$ cat src/rtl/serial_rx_pkg.sv
package serial_rx_pkg;
  localparam int DATA_W = 8;
  localparam int IDX_W  = $clog2(DATA_W);

  typedef struct packed {
    logic clearWord;
    logic takeData;
    logic takeExtra;
    logic finish;
  } rxStrobe_t;
endpackage

$ cat src/rtl/serial_rx_ctrl.sv
module serial_rx_ctrl
  import serial_rx_pkg::*;
#(
  parameter int OVS = 16
) (
  input  logic             clk,
  input  logic             rstN,
  input  logic             sampleTick,
  input  logic             rxBit,
  input  logic [1:0]       wordLen,
  input  logic             parityEn,
  input  logic             nineBit,
  input  logic             lineZero,
  output rxStrobe_t        stb,
  output logic [IDX_W-1:0] bitIdx
);
  localparam int CNTW = $clog2(OVS);
  localparam int HALF = OVS / 2;

  typedef enum logic [2:0] {S_IDLE, S_START, S_DATA, S_EXTRA, S_STOP, S_WAITHI} rxState_t;

  rxState_t state, stateNxt;
  logic [CNTW-1:0] cnt, cntNxt;
  logic [IDX_W-1:0] idxNxt, lastIdx;
  logic atCentre;

  assign lastIdx  = nineBit ? IDX_W'(DATA_W - 1) : IDX_W'(4) + IDX_W'(wordLen);
  assign atCentre = sampleTick && (cnt == CNTW'(OVS - 1));

  always_comb begin
    stateNxt = state;
    cntNxt   = cnt;
    idxNxt   = bitIdx;
    stb      = '0;
    unique case (state)
      S_IDLE: begin
        if (sampleTick && !rxBit) begin
          stateNxt = S_START;
          cntNxt   = '0;
        end
      end
      S_START: begin
        if (sampleTick) begin
          if (cnt == CNTW'(HALF - 1)) begin
            cntNxt = '0;
            if (!rxBit) begin
              stateNxt      = S_DATA;
              idxNxt        = '0;
              stb.clearWord = 1'b1;
            end else begin
              stateNxt = S_IDLE;
            end
          end else begin
            cntNxt = cnt + 1'b1;
          end
        end
      end
      S_DATA, S_EXTRA, S_STOP: begin
        if (sampleTick) cntNxt = atCentre ? '0 : cnt + 1'b1;
        if (atCentre) begin
          if (state == S_DATA) begin
            stb.takeData = 1'b1;
            if (bitIdx == lastIdx) stateNxt = (nineBit || parityEn) ? S_EXTRA : S_STOP;
            else idxNxt = bitIdx + 1'b1;
          end else if (state == S_EXTRA) begin
            stb.takeExtra = 1'b1;
            stateNxt      = S_STOP;
          end else begin
            stb.finish = 1'b1;
            if (rxBit) stateNxt = S_IDLE;
            else if (lineZero) stateNxt = S_WAITHI;
            else begin
              stateNxt      = S_DATA;
              idxNxt        = '0;
              stb.clearWord = 1'b1;
            end
          end
        end
      end
      S_WAITHI: begin
        if (rxBit) stateNxt = S_IDLE;
      end
      default: stateNxt = S_IDLE;
    endcase
  end

  always_ff @(posedge clk or negedge rstN) begin
    if (!rstN) begin
      state  <= S_IDLE;
      cnt    <= '0;
      bitIdx <= '0;
    end else begin
      state  <= stateNxt;
      cnt    <= cntNxt;
      bitIdx <= idxNxt;
    end
  end


  start_reject_chk: assert property (@(posedge clk) disable iff (!rstN)
    (state == S_START && sampleTick && cnt == CNTW'(HALF - 1) && rxBit) |=> (state == S_IDLE));


  resync_chk: assert property (@(posedge clk) disable iff (!rstN)
    (state == S_STOP && atCentre && !rxBit && !lineZero) |=> (state == S_DATA && bitIdx == '0 && cnt == '0));


  brk_wait_chk: assert property (@(posedge clk) disable iff (!rstN)
    (state == S_STOP && atCentre && !rxBit && lineZero) |=> (state == S_WAITHI));


  wait_hold_chk: assert property (@(posedge clk) disable iff (!rstN)
    (state == S_WAITHI && !rxBit) |=> (state == S_WAITHI && !stb.finish));
endmodule

$ cat src/rtl/serial_rx_data.sv
module serial_rx_data
  import serial_rx_pkg::*;
(
  input  logic              clk,
  input  logic              rstN,
  input  logic              serialIn,
  input  rxStrobe_t         stb,
  input  logic [IDX_W-1:0]  bitIdx,
  input  logic              nineBit,
  input  logic [2:0]        parityMode,
  output logic              rxBit,
  output logic              lineZero,
  output logic              charValid,
  output logic [DATA_W-1:0] charData,
  output logic              parityTag,
  output logic              frameTag,
  output logic              breakTag
);
  logic [1:0] syncQ;
  logic [DATA_W-1:0] wordQ;
  logic extraQ, allZeroQ;
  logic expBit, parityErr, isBreak;

  assign rxBit    = syncQ[1];
  assign lineZero = allZeroQ;

  always_comb begin
    unique case (parityMode[2:1])
      2'b00:   expBit = ~(^wordQ);
      2'b01:   expBit = ^wordQ;
      2'b10:   expBit = 1'b1;
      default: expBit = 1'b0;
    endcase
  end

  assign parityErr = !nineBit && parityMode[0] && (extraQ != expBit);
  assign isBreak   = !rxBit && allZeroQ;

  always_ff @(posedge clk or negedge rstN) begin
    if (!rstN) begin
      syncQ    <= 2'b11;
      wordQ    <= '0;
      extraQ   <= 1'b0;
      allZeroQ <= 1'b0;
    end else begin
      syncQ <= {syncQ[0], serialIn};
      if (stb.clearWord) begin
        wordQ    <= '0;
        extraQ   <= 1'b0;
        allZeroQ <= 1'b1;
      end else if (stb.takeData) begin
        wordQ[bitIdx] <= rxBit;
        if (rxBit) allZeroQ <= 1'b0;
      end else if (stb.takeExtra) begin
        extraQ <= rxBit;
        if (rxBit) allZeroQ <= 1'b0;
      end
    end
  end

  always_ff @(posedge clk or negedge rstN) begin
    if (!rstN) begin
      charValid <= 1'b0;
      charData  <= '0;
      parityTag <= 1'b0;
      frameTag  <= 1'b0;
      breakTag  <= 1'b0;
    end else begin
      charValid <= stb.finish;
      if (stb.finish) begin
        charData  <= wordQ;
        breakTag  <= isBreak;
        frameTag  <= !rxBit && !allZeroQ;
        parityTag <= nineBit ? extraQ : (!isBreak && parityErr);
      end
    end
  end


  brk_char_chk: assert property (@(posedge clk) disable iff (!rstN)
    (charValid && breakTag) |-> (charData == '0 && !frameTag && !parityTag));


  valid_pulse_chk: assert property (@(posedge clk) disable iff (!rstN)
    charValid |=> !charValid);
endmodule

$ cat src/rtl/serial_char_rx.sv
module serial_char_rx
  import serial_rx_pkg::*;
#(
  parameter int OVS = 16
) (
  input  logic              clk,
  input  logic              rstN,
  input  logic              sampleTick,
  input  logic              serialIn,
  input  logic [1:0]        wordLen,
  input  logic [2:0]        parityMode,
  input  logic              nineBit,
  output logic              charValid,
  output logic [DATA_W-1:0] charData,
  output logic              parityTag,
  output logic              frameTag,
  output logic              breakTag
);
  rxStrobe_t stb;
  logic [IDX_W-1:0] bitIdx;
  logic rxBit, lineZero;

  serial_rx_ctrl #(.OVS(OVS)) u_ctrl (
    .clk(clk), .rstN(rstN), .sampleTick(sampleTick), .rxBit(rxBit),
    .wordLen(wordLen), .parityEn(parityMode[0]), .nineBit(nineBit),
    .lineZero(lineZero), .stb(stb), .bitIdx(bitIdx)
  );

  serial_rx_data u_data (
    .clk(clk), .rstN(rstN), .serialIn(serialIn), .stb(stb), .bitIdx(bitIdx),
    .nineBit(nineBit), .parityMode(parityMode), .rxBit(rxBit), .lineZero(lineZero),
    .charValid(charValid), .charData(charData), .parityTag(parityTag),
    .frameTag(frameTag), .breakTag(breakTag)
  );
endmodule

$ cat config.mk
export PLATFORM = sky130hd
export DESIGN_NAME = serial_char_rx
export DESIGN_NICKNAME = d
export VERILOG_FILES = /design/src/rtl/serial_rx_pkg.sv /design/src/rtl/serial_rx_ctrl.sv /design/src/rtl/serial_rx_data.sv /design/src/rtl/serial_char_rx.sv
export SDC_FILE = /design/constraint.sdc
export NUM_CORES = 1
export LEC_CHECK = 0
export ABC_AREA = 1
export BUFFER_PORTS_ARGS = -buffer_cell sky130_fd_sc_hd__buf_2
export CAP_MARGIN = 20
export CORE_AREA = 5 5 65 67
export CTS_BUF_LIST = sky130_fd_sc_hd__clkbuf_4
export CTS_CLUSTER_DIAMETER = 50
export CTS_CLUSTER_SIZE = 12
export DETAILED_ROUTE_END_ITERATION = 10
export DIE_AREA = 0 0 70 72
export PLACE_DENSITY = 0.84
export SYNTH_ARGS = -nofsm -noshare
export SYNTH_HDL_FRONTEND = slang
export SYNTH_SLANG_ARGS = --single-unit
$ cat constraint.sdc
create_clock -name clk -period 2 [get_ports clk]
set_clock_uncertainty 0.15 [all_clocks]
set_input_delay 0.4 -clock clk [delete_from_list [all_inputs] [get_ports clk]]
set_output_delay 0.4 -clock clk [all_outputs]
set_load 0.01 [all_outputs]
==> metrics.txt <==
# TYPE chip_impl_metric gauge
chip_impl_metric{name="cts.path.max_buffers",unit=""} 2
chip_impl_metric{name="netSwitchingPower",unit="W"} 0.0007088
chip_impl_info{name="timing.critical_path.max_delay_family",value="flip-flops"} 1
chip_impl_metric{name="synth_enable_flop_cells",unit=""} 0
chip_impl_metric{name="ant_nets",unit=""} 0
chip_impl_metric{name="design.core.area",unit="mm^2"} 0.003578
chip_impl_metric{name="timing_hold_violations_final",unit=""} 0
chip_impl_info{name="hold_path_class",value="register to register"} 1
chip_impl_metric{name="syn2layout_area_growth",unit="%"} 12.89
chip_impl_metric{name="power.share.sequential",unit="%"} 44.8
chip_impl_metric{name="gp_congestion",unit=""} 0.8478
chip_impl_metric{name="vias",unit=""} 1750
chip_impl_metric{name="average_cell_area_after_synthesis",unit="um^2"} 7.541
chip_impl_metric{name="grt-ovfl-total",unit=""} 0
chip_impl_metric{name="min_cycle_time_layout",unit="ns"} 1.816
chip_impl_metric{name="fp.dieArea",unit="mm^2"} 0.005040
chip_impl_metric{name="arrival",unit="ns"} 1.94
chip_impl_metric{name="synth_nets",unit=""} 272
chip_impl_metric{name="initial_utilization",unit="%"} 54.79
chip_impl_metric{name="final_net_count",unit=""} 301
chip_impl_metric{name="synthesized_cell_area",unit="mm^2"} 0.001961
chip_impl_info{name="yosysTopAreaCell",value="dfrtp_1"} 1
chip_impl_metric{name="min_period_over_period",unit="%"} 90.78
chip_impl_metric{name="achievable-frequency",unit="MHz"} 550.8
chip_impl_metric{name="drc_errors",unit=""} 0
chip_impl_info{name="grt_setup_unrepaired",value="true"} 1
chip_impl_info{name="crit_type",value="register to register"} 1
chip_impl_metric{name="diodes",unit=""} 0
chip_impl_info{name="synthFlopType",value="dfrtp_1"} 1
chip_impl_metric{name="regArea",unit="um^2"} 853.3
chip_impl_metric{name="power_density",unit="mW/mm^2"} 822.0
chip_impl_metric{name="post-route-cell-area",unit="mm^2"} 0.002213
chip_impl_metric{name="post-synth-top-area-fraction",unit="%"} 40.84
chip_impl_metric{name="cts_buffers",unit=""} 5
chip_impl_metric{name="power_leakage",unit="nW"} 1.147
chip_impl_metric{name="internal-power",unit="W"} 0.001111
chip_impl_metric{name="crit_path_max_incr_delay",unit="ns"} 0.39
chip_impl_metric{name="grt_first_pass_wirelength",unit="um"} 6886
chip_impl_metric{name="yosysSeqAreaShare",unit="%"} 43.52
chip_impl_metric{name="vdd_ir_drop_max",unit="mV"} 0.4344
chip_impl_metric{name="maxSlewHeadroom",unit="%"} 65.28
chip_impl_metric{name="buffer_ports.inserted",unit=""} 21
chip_impl_metric{name="synth.yosys.warnings",unit=""} 0
chip_impl_metric{name="floorplan.die.height",unit="um"} 72
chip_impl_metric{name="globalRouteTotalUtil",unit="%"} 17.02
chip_impl_metric{name="synth_async_sr_flop_share",unit="%"} 100.0
chip_impl_metric{name="layout_cells_sized_above_1",unit="%"} 17.59
chip_impl_metric{name="share_clk_of_total_power",unit="%"} 21.0
chip_impl_info{name="crit_chain",value="ha_1, nand4_2, buf_4, inv_1, o22ai_4, nor2_4, nand2_2, nand2_1, o21ai_1"} 1
chip_impl_metric{name="insertion_delay",unit="ns"} 0.35
chip_impl_metric{name="setup_viol",unit=""} 0
chip_impl_metric{name="total_of_fill_cells_in_the_finished_design",unit=""} 320
chip_impl_metric{name="final-max-slew-violation-count",unit=""} 0
chip_impl_metric{name="switch_share",unit="%"} 38.96
chip_impl_metric{name="mapped_cells",unit=""} 260
chip_impl_metric{name="max_slew.worst_pin.slew",unit="ns"} 0.5202
chip_impl_metric{name="grt_antenna_before_repair",unit=""} 0
chip_impl_info{name="post-synth-top-count-cell",value="nand2_1"} 1
chip_impl_metric{name="placement.cell_area",unit="mm^2"} 0.002140
chip_impl_info{name="clock_tree_from_tritoncts",value="done"} 1
chip_impl_info{name="ys_top_cells_by_area",value="dfrtp_1 (41%), nand2_1 (16%), inv_1 (6.3%)"} 1
chip_impl_metric{name="die_width",unit="um"} 70
chip_impl_metric{name="detail_route.vias_per_cell",unit=""} 5.178
chip_impl_metric{name="multi_input_comb_area",unit="um^2"} 948.4
chip_impl_metric{name="grt_pass1_vias",unit=""} 1597
chip_impl_metric{name="worstPathRequired",unit="ns"} 2.12
chip_impl_metric{name="clkTransAtPathRegs",unit="ns"} 0.10
chip_impl_metric{name="drv.max_cap_violation_count",unit=""} 0
chip_impl_info{name="slowest_cell_on_the_critical_path",value="dfrtp_1"} 1
chip_impl_info{name="start_kind",value="register"} 1
chip_impl_metric{name="clock_sinks",unit=""} 34
chip_impl_metric{name="postSynthRegisterBits",unit=""} 34
chip_impl_metric{name="first_pass_iters",unit=""} 4
chip_impl_metric{name="comb_power_share",unit="%"} 34.2
chip_impl_info{name="outcome",value="finished clean"} 1
chip_impl_metric{name="placement_rows",unit=""} 22
chip_impl_metric{name="routed_wire_length_per_instance",unit="um"} 11.98
chip_impl_info{name="synthTopCellsByCount",value="nand2_1 (83), inv_1 (33), dfrtp_1 (32)"} 1
chip_impl_metric{name="clock_tree.htree_level_count",unit=""} 2
chip_impl_metric{name="synthDistinctLibCells",unit=""} 32
chip_impl_metric{name="dpl.hpwl",unit="um"} 3094
chip_impl_metric{name="postCtsSetupBuffers",unit=""} 0
chip_impl_metric{name="worst_hold_slack",unit="ns"} 0.2106
chip_impl_info{name="cts_root_buf",value="clkbuf_4"} 1
chip_impl_metric{name="initialDrtViolationCount",unit=""} 105
chip_impl_metric{name="pin_count",unit=""} 22
chip_impl_info{name="endpoint_kind",value="register"} 1
chip_impl_metric{name="worst-path-buf-inv",unit=""} 2
chip_impl_metric{name="pin_count_of_the_biggest_net_entering_global_routing",unit=""} 35
chip_impl_metric{name="cp_max_fo",unit=""} 7
chip_impl_metric{name="finalWirelength",unit="um"} 4050
metrics by stage:
stage	setup slack, ns	instances	utilization (%)	setup TNS, ns	total power [W]
5_1_grt	-0.02408	338	61.85	-0.02408	0.001956
3_5_place_dp	0.2054	328	59.79	0	0.001448
2_1_floorplan	0.4059	260	-	0	0.001314
4_1_cts	0.1821	338	61.85	0	0.001836
3_3_place_gp	0.2064	328	59.79	0	0.001425
6_report	0.1845	338	61.85	0	0.001819
layout by cell type, fill, tap and decap left out, types with 5 or more instances in the layout:
| cell type | synthesis | final |
|---|---|---|
| o21ai_0 | 13 | 13 |
| nor2_1 | 20 | 20 |
| clkbuf_4 | 0 | 6 |
| nand3_1 | 12 | 12 |
| a21oi_1 | 10 | 10 |
| dfrtp_1 | 32 | 32 |
| xor2_1 | 5 | 5 |
| inv_1 | 33 | 33 |
| o21ai_1 | 11 | 11 |
| nand2_1 | 83 | 83 |
| buf_2 | 2 | 21 |
path summary, 6_finish.rpt:
| check | from | endpoint | slack (ns) | cells past startpoint |
|---|---|---|---|---|
| setup / recovery | u_ctrl.cnt[0]$_DFFE_PN0P_ | u_ctrl.bitIdx[2]$_DFFE_PN0P_ | 0.18 | 9 |
| hold reg to reg | u_data.syncQ[0]$_DFF_PN1_ | u_data.syncQ[1]$_DFF_PN1_ | 0.21 | 0 |
| setup reg to reg | u_ctrl.cnt[0]$_DFFE_PN0P_ | u_ctrl.bitIdx[2]$_DFFE_PN0P_ | 0.18 | 9 |
| max in group asynchronous | rstN | u_data.syncQ[1]$_DFF_PN1_ | 1.08 | 3 |
| min in group asynchronous | rstN | u_data.wordQ[3]$_DFFE_PN0P_ | 0.38 | 3 |
| hold / removal | u_data.syncQ[0]$_DFF_PN1_ | u_data.syncQ[1]$_DFF_PN1_ | 0.21 | 0 |
registers in the layout (all words and copies together), names as in the netlist:
name / count
u_data.breakTag: 1
u_data.syncQ: 2
u_data.wordQ: 8
u_data.lineZero: 1
u_ctrl.bitIdx: 3
u_ctrl.cnt: 4
u_ctrl.state: 3
u_data.charValid: 1
u_data.charData: 8
u_data.parityTag: 1
u_data.frameTag: 1
u_data.extraQ: 1
repair_timing:
action,4_1_cts,5_1_grt
endpoints found under the setup margin,0,1
hold buffers,2,0
gates resized for setup,0,0
endpoints found under the hold margin,33,0
final cells by class:
| type | count | area share, % |
|---|---|---|
| sequential | 34 | 38.55 |
| multi-input combinational | 185 | 42.85 |
| inverter | 38 | 6.557 |
| timing repair buffer | 25 | 6.897 |
| tap | 48 | 2.713 |
| clock buffer | 6 | 2.035 |
| clock inverter | 2 | 0.3957 |
per-layer routing:
metal	vias up	global-route usage [%]	part of all wire, %
met3	7	4.571	5.5
li1	894	-	-
met1	803	20.19	45
met2	46	29.49	48
met5	-	0	0
met4	0	6.809	1.3
power groups by stage:
stage / clock, W / sequential [W] / combinational [W]
final: 0.000382 / 0.000815 / 0.000622
after global routing: 0.000421 / 0.000825 / 0.000710
after global placement: 0 / 0.000825 / 0.000600
after detailed placement: 0 / 0.000827 / 0.000621
after floorplan: 0 / 0.000809 / 0.000505
after CTS: 0.000397 / 0.000814 / 0.000626
cells by family (layout without fill, tap and decap cells):
family,after synthesis,in the layout,share of synthesized area (%)
compound gates,44,44,14.49
xor+xnor,5,5,2.233
fa+ha+maj,2,2,1.276
buf+inv,41,71,8.105
flops,34,34,43.52
simple gates,134,134,30.38
(Power assumes the default switching activity.)
